## src/rtl/tod_pkg.sv

```systemverilog
package tod_pkg;

  // Set-rate code; also used as the feed selector of the 100 Hz stage.
  typedef enum logic [1:0] {
    RATE_OFF   = 2'd0,
    RATE_X1000 = 2'd1,
    RATE_X10   = 2'd2,
    RATE_X1    = 2'd3
  } set_rate_e;

  typedef enum logic [1:0] {
    ST_RUN   = 2'd0,
    ST_SET   = 2'd1,
    ST_ARMED = 2'd2
  } ctl_state_e;

  localparam int PRE_STAGES = 5;   // decades from the input rate down to 1 Hz
  localparam int FEED_STAGE = 3;   // first stage fed at the 100 Hz level
  localparam int FIELDS     = 6;
  localparam int WORD_W     = 19;
  localparam int TAP_W      = 6;

  function automatic int field_mod(input int idx);
    case (idx)
      0: return 10;
      1: return 6;
      2: return 10;
      3: return 6;
      4: return 12;
      default: return 2;
    endcase
  endfunction

  function automatic int field_width(input int idx);
    case (idx)
      0: return 4;
      1: return 3;
      2: return 4;
      3: return 3;
      4: return 4;
      default: return 1;
    endcase
  endfunction

  function automatic int field_lsb(input int idx);
    int acc;
    acc = 0;
    for (int k = 0; k < idx; k++) acc += field_width(k);
    return acc;
  endfunction

endpackage

```

## src/rtl/tod_modcnt.sv

```systemverilog
module tod_modcnt #(
  parameter int MOD = 10,
  parameter int QW  = (MOD > 1) ? $clog2(MOD) : 1
) (
  input  logic          clk,
  input  logic          rst_n,
  input  logic          clr_i,
  input  logic          en_i,
  output logic [QW-1:0] q_o,
  output logic          wrap_o
);

  logic [QW-1:0] cnt_q;
  logic [QW-1:0] cnt_d;
  logic          at_top;

  assign at_top = (cnt_q == QW'(MOD - 1));
  assign wrap_o = en_i & at_top;
  assign q_o    = cnt_q;

  always_comb begin
    cnt_d = cnt_q;
    if (clr_i) begin
      cnt_d = '0;
    end else if (en_i) begin
      cnt_d = at_top ? '0 : cnt_q + 1'b1;
    end
  end

  always_ff @(posedge clk or negedge rst_n) begin
    if (!rst_n) begin
      cnt_q <= '0;
    end else begin
      cnt_q <= cnt_d;
    end
  end

endmodule

```

## src/rtl/tod_prescaler.sv

```systemverilog
module tod_prescaler
  import tod_pkg::*;
#(
  parameter int DEC = 10
) (
  input  logic             clk,
  input  logic             rst_n,
  input  logic             ce_i,
  input  logic             clr_i,
  input  set_rate_e        feed_sel_i,
  output logic [TAP_W-1:0] taps_o,
  output logic             sec_en_o,
  output logic             sq1k_o,
  output logic             last_tenth_o
);

  localparam int DW = (DEC > 1) ? $clog2(DEC) : 1;

  logic feed;

  for (genvar i = 0; i < PRE_STAGES; i++) begin : g_stage
    logic          en_s;
    logic          wrap_s;
    logic [DW-1:0] q_s;

    if (i == 0) begin : g_in
      assign en_s = ce_i;
    end else if (i == FEED_STAGE) begin : g_feed
      assign en_s = feed;
    end else begin : g_chain
      assign en_s = g_stage[i-1].wrap_s;
    end

    tod_modcnt #(.MOD(DEC), .QW(DW)) u_dec (
      .clk    (clk),
      .rst_n  (rst_n),
      .clr_i  (clr_i),
      .en_i   (en_s),
      .q_o    (q_s),
      .wrap_o (wrap_s)
    );
  end

  // Pulse source of the 100 Hz-level stage
  always_comb begin
    case (feed_sel_i)
      RATE_X1000: feed = ce_i;
      RATE_X10:   feed = g_stage[1].wrap_s;
      RATE_X1:    feed = g_stage[2].wrap_s;
      default:    feed = 1'b0;
    endcase
  end

  assign taps_o[0] = g_stage[0].wrap_s;
  assign taps_o[1] = g_stage[1].wrap_s;
  assign taps_o[2] = g_stage[2].wrap_s;
  assign taps_o[3] = feed & g_stage[FEED_STAGE].q_s[0];
  assign taps_o[4] = g_stage[3].wrap_s;
  assign taps_o[5] = g_stage[4].wrap_s;

  assign sec_en_o     = g_stage[PRE_STAGES-1].wrap_s;
  assign sq1k_o       = (g_stage[1].q_s < DW'(DEC / 2));
  assign last_tenth_o = (g_stage[PRE_STAGES-1].q_s == DW'(DEC - 1));

  logic unused_stage_bits;
  assign unused_stage_bits = ^{g_stage[0].q_s, g_stage[2].q_s, g_stage[3].q_s};

endmodule

```

## src/rtl/tod_timekeep.sv

```systemverilog
module tod_timekeep
  import tod_pkg::*;
(
  input  logic              clk,
  input  logic              rst_n,
  input  logic              sec_en_i,
  output logic [WORD_W-1:0] word_o
);

  for (genvar i = 0; i < FIELDS; i++) begin : g_field
    localparam int M = field_mod(i);
    localparam int W = field_width(i);
    localparam int L = field_lsb(i);

    logic         en_s;
    logic         carry_s;
    logic [W-1:0] q_s;

    if (i == 0) begin : g_first
      assign en_s = sec_en_i;
    end else begin : g_next
      assign en_s = g_field[i-1].carry_s;
    end

    tod_modcnt #(.MOD(M), .QW(W)) u_field (
      .clk    (clk),
      .rst_n  (rst_n),
      .clr_i  (1'b0),
      .en_i   (en_s),
      .q_o    (q_s),
      .wrap_o (carry_s)
    );

    assign word_o[L +: W] = q_s;
  end

  logic unused_day_carry;
  assign unused_day_carry = g_field[FIELDS-1].carry_s;

endmodule

```

## src/rtl/tod_ctrl.sv

```systemverilog
module tod_ctrl
  import tod_pkg::*;
(
  input  logic      clk,
  input  logic      rst_n,
  input  logic      hold_i,
  input  set_rate_e rate_i,
  input  logic      start_i,
  output set_rate_e feed_sel_o,
  output logic      clr_o
);

  ctl_state_e state_q;
  ctl_state_e state_d;
  logic [2:0] sync_q;
  logic [2:0] sync_d;
  logic       start_edge;

  assign sync_d     = {sync_q[1:0], start_i};
  assign start_edge = sync_q[1] & ~sync_q[2];

  always_comb begin
    state_d = state_q;
    case (state_q)
      ST_RUN:   if (hold_i) state_d = ST_SET;
      ST_SET:   if (!hold_i) state_d = ST_ARMED;
      ST_ARMED: begin
        if (hold_i) begin
          state_d = ST_SET;
        end else if (start_edge) begin
          state_d = ST_RUN;
        end
      end
      default:  state_d = ST_RUN;
    endcase
  end

  always_comb begin
    case (state_q)
      ST_RUN:  feed_sel_o = RATE_X1;
      ST_SET:  feed_sel_o = rate_i;
      default: feed_sel_o = RATE_OFF;
    endcase
  end

  assign clr_o = (state_q == ST_ARMED) & ~hold_i & start_edge;

  always_ff @(posedge clk or negedge rst_n) begin
    if (!rst_n) begin
      state_q <= ST_RUN;
      sync_q  <= '0;
    end else begin
      state_q <= state_d;
      sync_q  <= sync_d;
    end
  end

endmodule

```

## src/rtl/tod_counter.sv

```systemverilog
module tod_counter
  import tod_pkg::*;
#(
  parameter int DEC_RATIO = 10
) (
  input  logic        clk,
  input  logic        rst_n,
  input  logic        ce_i,
  input  logic        hold_i,
  input  logic [1:0]  set_rate_i,
  input  logic        start_i,
  output logic [18:0] time_o,
  output logic [5:0]  taps_o,
  output logic        sec_tick_o,
  output logic        sec_level_o,
  output logic        tone_o
);

  set_rate_e feed_sel;
  logic      pre_clr;
  logic      sec_en;
  logic      sq1k;
  logic      last_tenth;
  logic      tick_q;
  logic      tick_d;

  tod_ctrl u_ctrl (
    .clk        (clk),
    .rst_n      (rst_n),
    .hold_i     (hold_i),
    .rate_i     (set_rate_e'(set_rate_i)),
    .start_i    (start_i),
    .feed_sel_o (feed_sel),
    .clr_o      (pre_clr)
  );

  tod_prescaler #(.DEC(DEC_RATIO)) u_pre (
    .clk          (clk),
    .rst_n        (rst_n),
    .ce_i         (ce_i),
    .clr_i        (pre_clr),
    .feed_sel_i   (feed_sel),
    .taps_o       (taps_o),
    .sec_en_o     (sec_en),
    .sq1k_o       (sq1k),
    .last_tenth_o (last_tenth)
  );

  tod_timekeep u_time (
    .clk      (clk),
    .rst_n    (rst_n),
    .sec_en_i (sec_en),
    .word_o   (time_o)
  );

  assign tick_d = sec_en;

  always_ff @(posedge clk or negedge rst_n) begin
    if (!rst_n) begin
      tick_q <= 1'b0;
    end else begin
      tick_q <= tick_d;
    end
  end

  assign sec_tick_o  = tick_q;
  assign sec_level_o = last_tenth;
  assign tone_o      = last_tenth & sq1k;

endmodule

```

## config.mk

```make
export PLATFORM = sky130hd
export DESIGN_NAME = tod_counter
export DESIGN_NICKNAME = d
export VERILOG_FILES = /design/src/rtl/tod_pkg.sv /design/src/rtl/tod_modcnt.sv /design/src/rtl/tod_prescaler.sv /design/src/rtl/tod_timekeep.sv /design/src/rtl/tod_ctrl.sv /design/src/rtl/tod_counter.sv
export SDC_FILE = /design/constraint.sdc
export NUM_CORES = 1
export LEC_CHECK = 0
export BUFFER_PORTS_ARGS = -buffer_cell sky130_fd_sc_hd__buf_2
export CAP_MARGIN = 20
export CORE_MARGIN = 8
export CORE_UTILIZATION = 35
export DETAILED_ROUTE_END_ITERATION = 10
export SLEW_MARGIN = 5
export SYNTH_ARGS = -nofsm -noshare
export SYNTH_HDL_FRONTEND = slang
export SYNTH_SLANG_ARGS = --single-unit
```

## constraint.sdc

```tcl
create_clock -name clk -period 3.65 [get_ports clk]
set_input_delay 0.73 -clock clk [delete_from_list [all_inputs] [get_ports clk]]
set_output_delay 0.73 -clock clk [all_outputs]
set_load 0.1 [all_outputs]
```

==> results.tsv <==
metric	value	unit
Adder-Cell Fraction of Synth Area	0.5400	%
Seq pwr share	50.3	%
clk_lat worst skew	0.30	ns
Setup crit start kind	input pin	
GP Congestion	0.7470	
mux contribution to synthesized area	4.104	%
CTS buffer count	5	
unrepaired setup endpoints after global routing	false	
layout cells sized above 1	20.22	%
Vias	1775	
Nets	274	
Post-synth ARST share	100.0	%
GRT Total Usage	10.29	%
Synth Instances	233	
pwr/cell area	483.1	mW/mm2
XOR/XNOR share of the synthesized area	5.292	%
reg-to-reg setup timing slack	1.25	ns
syn_nets	241	
CP Data Arrival Time	2.60	ns
post-CTS setup buffer count	0	
Clock power frac	33.9	%
starting density of the core	36.29	%
Sw Ratio	28.43	%
maximum VDD drop	0.1843	mV
largest family of logic cells by synthesized area	simple AND/OR/NAND/NOR gates	
CTS Buffer Depth	2	
max cap viols	0	
simple-gate share of the synthesized area	24.35	%
CP Class	input pin to output port	
HPWL Detailed	3422	um
Routed WL	4740	um
io pins	35	
min Tclk post-route	3.328	ns
Sink Count	45	
cts hold-fix bufs	0	
Pleak	1.270	nW
Die H	97.37	um
Die Span X	97.37	um
Detail Route Antenna Nets	0	
post-synthesis cell area	0.002317	mm2
Ys Warns	0	
Final Skew	0.006290	ns
#FFs+latches synth	45	
clock transition at the registers of the reported paths	0.09	ns
Psw	0.3699	mW
core box area	0.006386	mm2
via count normalized by instance count	5.160	
period utilization	91.17	%
CP Max Fanout	10	
Logic pwr share	15.7	%
Min Hold Slack	0.3427	ns
Worst EP required	2.92	ns
largest net degree at the start of global routing	46	
Layout area overhead	16.20	%
commonest non-fill, non-tap cell in the layout	dfrtp_1	
DR DRC count	0	
die area	0.009480	mm2
EDFF count, synth	0	
vias in the first global route	1703	
status	completed	
Final Slew Violations	0	
CTS resizes	0	
slew margin rel.	58.54	%
per-cell routed wire length	13.78	um
final setup violation count	0	
# diodes	0	
CTS tree	done	
sequential-to-total area share from yosys stat	48.60	%
initial antenna violation count	0	
I/O Buffers	34	
CTS HTree Levels	2	
syn avg cell area	9.945	um2
f_max	0.3005	GHz
Pint	0.9310	mW
Worst Setup End Kind	output port	
Worst Tran Pin Value	0.6219	ns
compound-gate portion of the synthesized area	12.74	%
aggregate global routing overflow	0	
first-pass GRT wire length	8148	um
TritonRoute pass-1 iters	4	
Synth Flop Type	dfrtp_1	
Hold Path Class	input pin to asynchronous set/reset pin	
site row count	29	
distinct cell type count after synthesis	49	
final setup TNS	0	ns
clk root buf	clkbuf_8	
Final Hold Fails	0	
most frequent cells in the layout	dfrtp_1, buf_2, nand2_1	
DR iter-0 viols	76	
[kinds of logic (layout without fill, tap and decap cells)]
family	Yosys count	count (layout)
compound gates	45	45
flops	45	45
simple gates	100	100
buf+inv	19	53
xor+xnor	14	14
fa+ha+maj	1	1
mux	9	9
[state kept, by name (all words and copies together), names as in the netlist]
signal,flops
u_pre.g_stage.u_dec.q_o,20
u_time.g_field.u_field.q_o,19
u_ctrl.sync_q,3
u_ctrl.state_q,2
sec_tick_o,1
[synth_stat cells, types with 3 or more instances]
cell | count | area, um2
mux2_2 | 4 | 45.04
buf_4 | 6 | 45.04
nand2_1 | 23 | 86.33
mux2i_1 | 5 | 50.05
nand4_1 | 3 | 18.77
or3_1 | 3 | 18.77
nor2b_1 | 7 | 43.79
a21oi_1 | 9 | 45.04
nand2b_1 | 12 | 75.07
inv_1 | 7 | 26.28
clkbuf_1 | 3 | 11.26
xnor2_1 | 6 | 52.55
o21ai_0 | 15 | 75.07
xor2_1 | 8 | 70.07
o2111ai_1 | 4 | 35.03
nand3_1 | 5 | 25.02
nor2_1 | 22 | 82.58
dfrtp_1 | 45 | 1126
nor3_1 | 4 | 20.02
[final timing paths]
| path | start | end | cells past startpoint |
|---|---|---|---|
| min | rst_n | u_time.g_field[1].u_field.q_o[0] | 1 |
| max | ce_i | taps_o[4] | 6 |
| min in group clk | u_ctrl.sync_q[0] | u_ctrl.sync_q[1] | 0 |
| max in group asynchronous | rst_n | u_ctrl.sync_q[0] | 2 |
| min reg2reg | u_ctrl.sync_q[0] | u_ctrl.sync_q[1] | 0 |
| max reg2reg | u_pre.g_stage[3].u_dec.q_o[1] | u_time.g_field[4].u_field.q_o[2] | 5 |
[power by group through the flow]
stage / Combinational, mW / Sequential (mW) / Clock, mW
5_1_grt: 0.233 / 0.668 / 0.476
4_1_cts: 0.206 / 0.653 / 0.456
2_1_floorplan: 0.179 / 0.633 / 0
3_5_place_dp: 0.205 / 0.662 / 0
6_report: 0.205 / 0.655 / 0.441
3_3_place_gp: 0.199 / 0.659 / 0
[worst max-delay path, cell delays in order]
cell      delay (ns)
buf_2           0.13
nand4b_1        0.14
or4_4           0.58
a211o_1         0.41
inv_2           0.16
buf_2           0.44
[metrics by stage]
step | cell area (um2) | cells | total power [mW] | worst slack (ns) | util [%]
after floorplan | 2317 | 233 | 0.8121 | 0.09266 | -
final | 2693 | 344 | 1.301 | 0.3222 | 42.16
after global placement | 2539 | 335 | 0.8582 | 0.3556 | 39.75
after global routing | 2693 | 344 | 1.377 | 0.2296 | 42.16
after detailed placement | 2539 | 335 | 0.8668 | 0.3186 | 39.75
after CTS | 2673 | 343 | 1.315 | 0.3136 | 41.85
[layer usage]
metal / up-vias / part of all wire, % / GRT usage [%]
li1: 891 / - / -
met1: 851 / 49 / 12.86
met2: 28 / 44 / 16.04
met3: 5 / 4.8 / 3.556
met4: 0 / 1.4 / 3.497
met5: - / 0 / 0
[final cells by class]
| cell class | instances | area (um2) |
|---|---|---|
| clock buffers | 5 | 68.82 |
| inverters | 9 | 33.78 |
| repair buffers | 36 | 212.7 |
| fillers | 657 | 3694 |
| clock inverters | 3 | 65.06 |
| multi-input cells | 169 | 1090 |
| well taps | 77 | 96.34 |
| flip-flops and latches | 45 | 1126 |
Power figures use the tool's default switching activity.
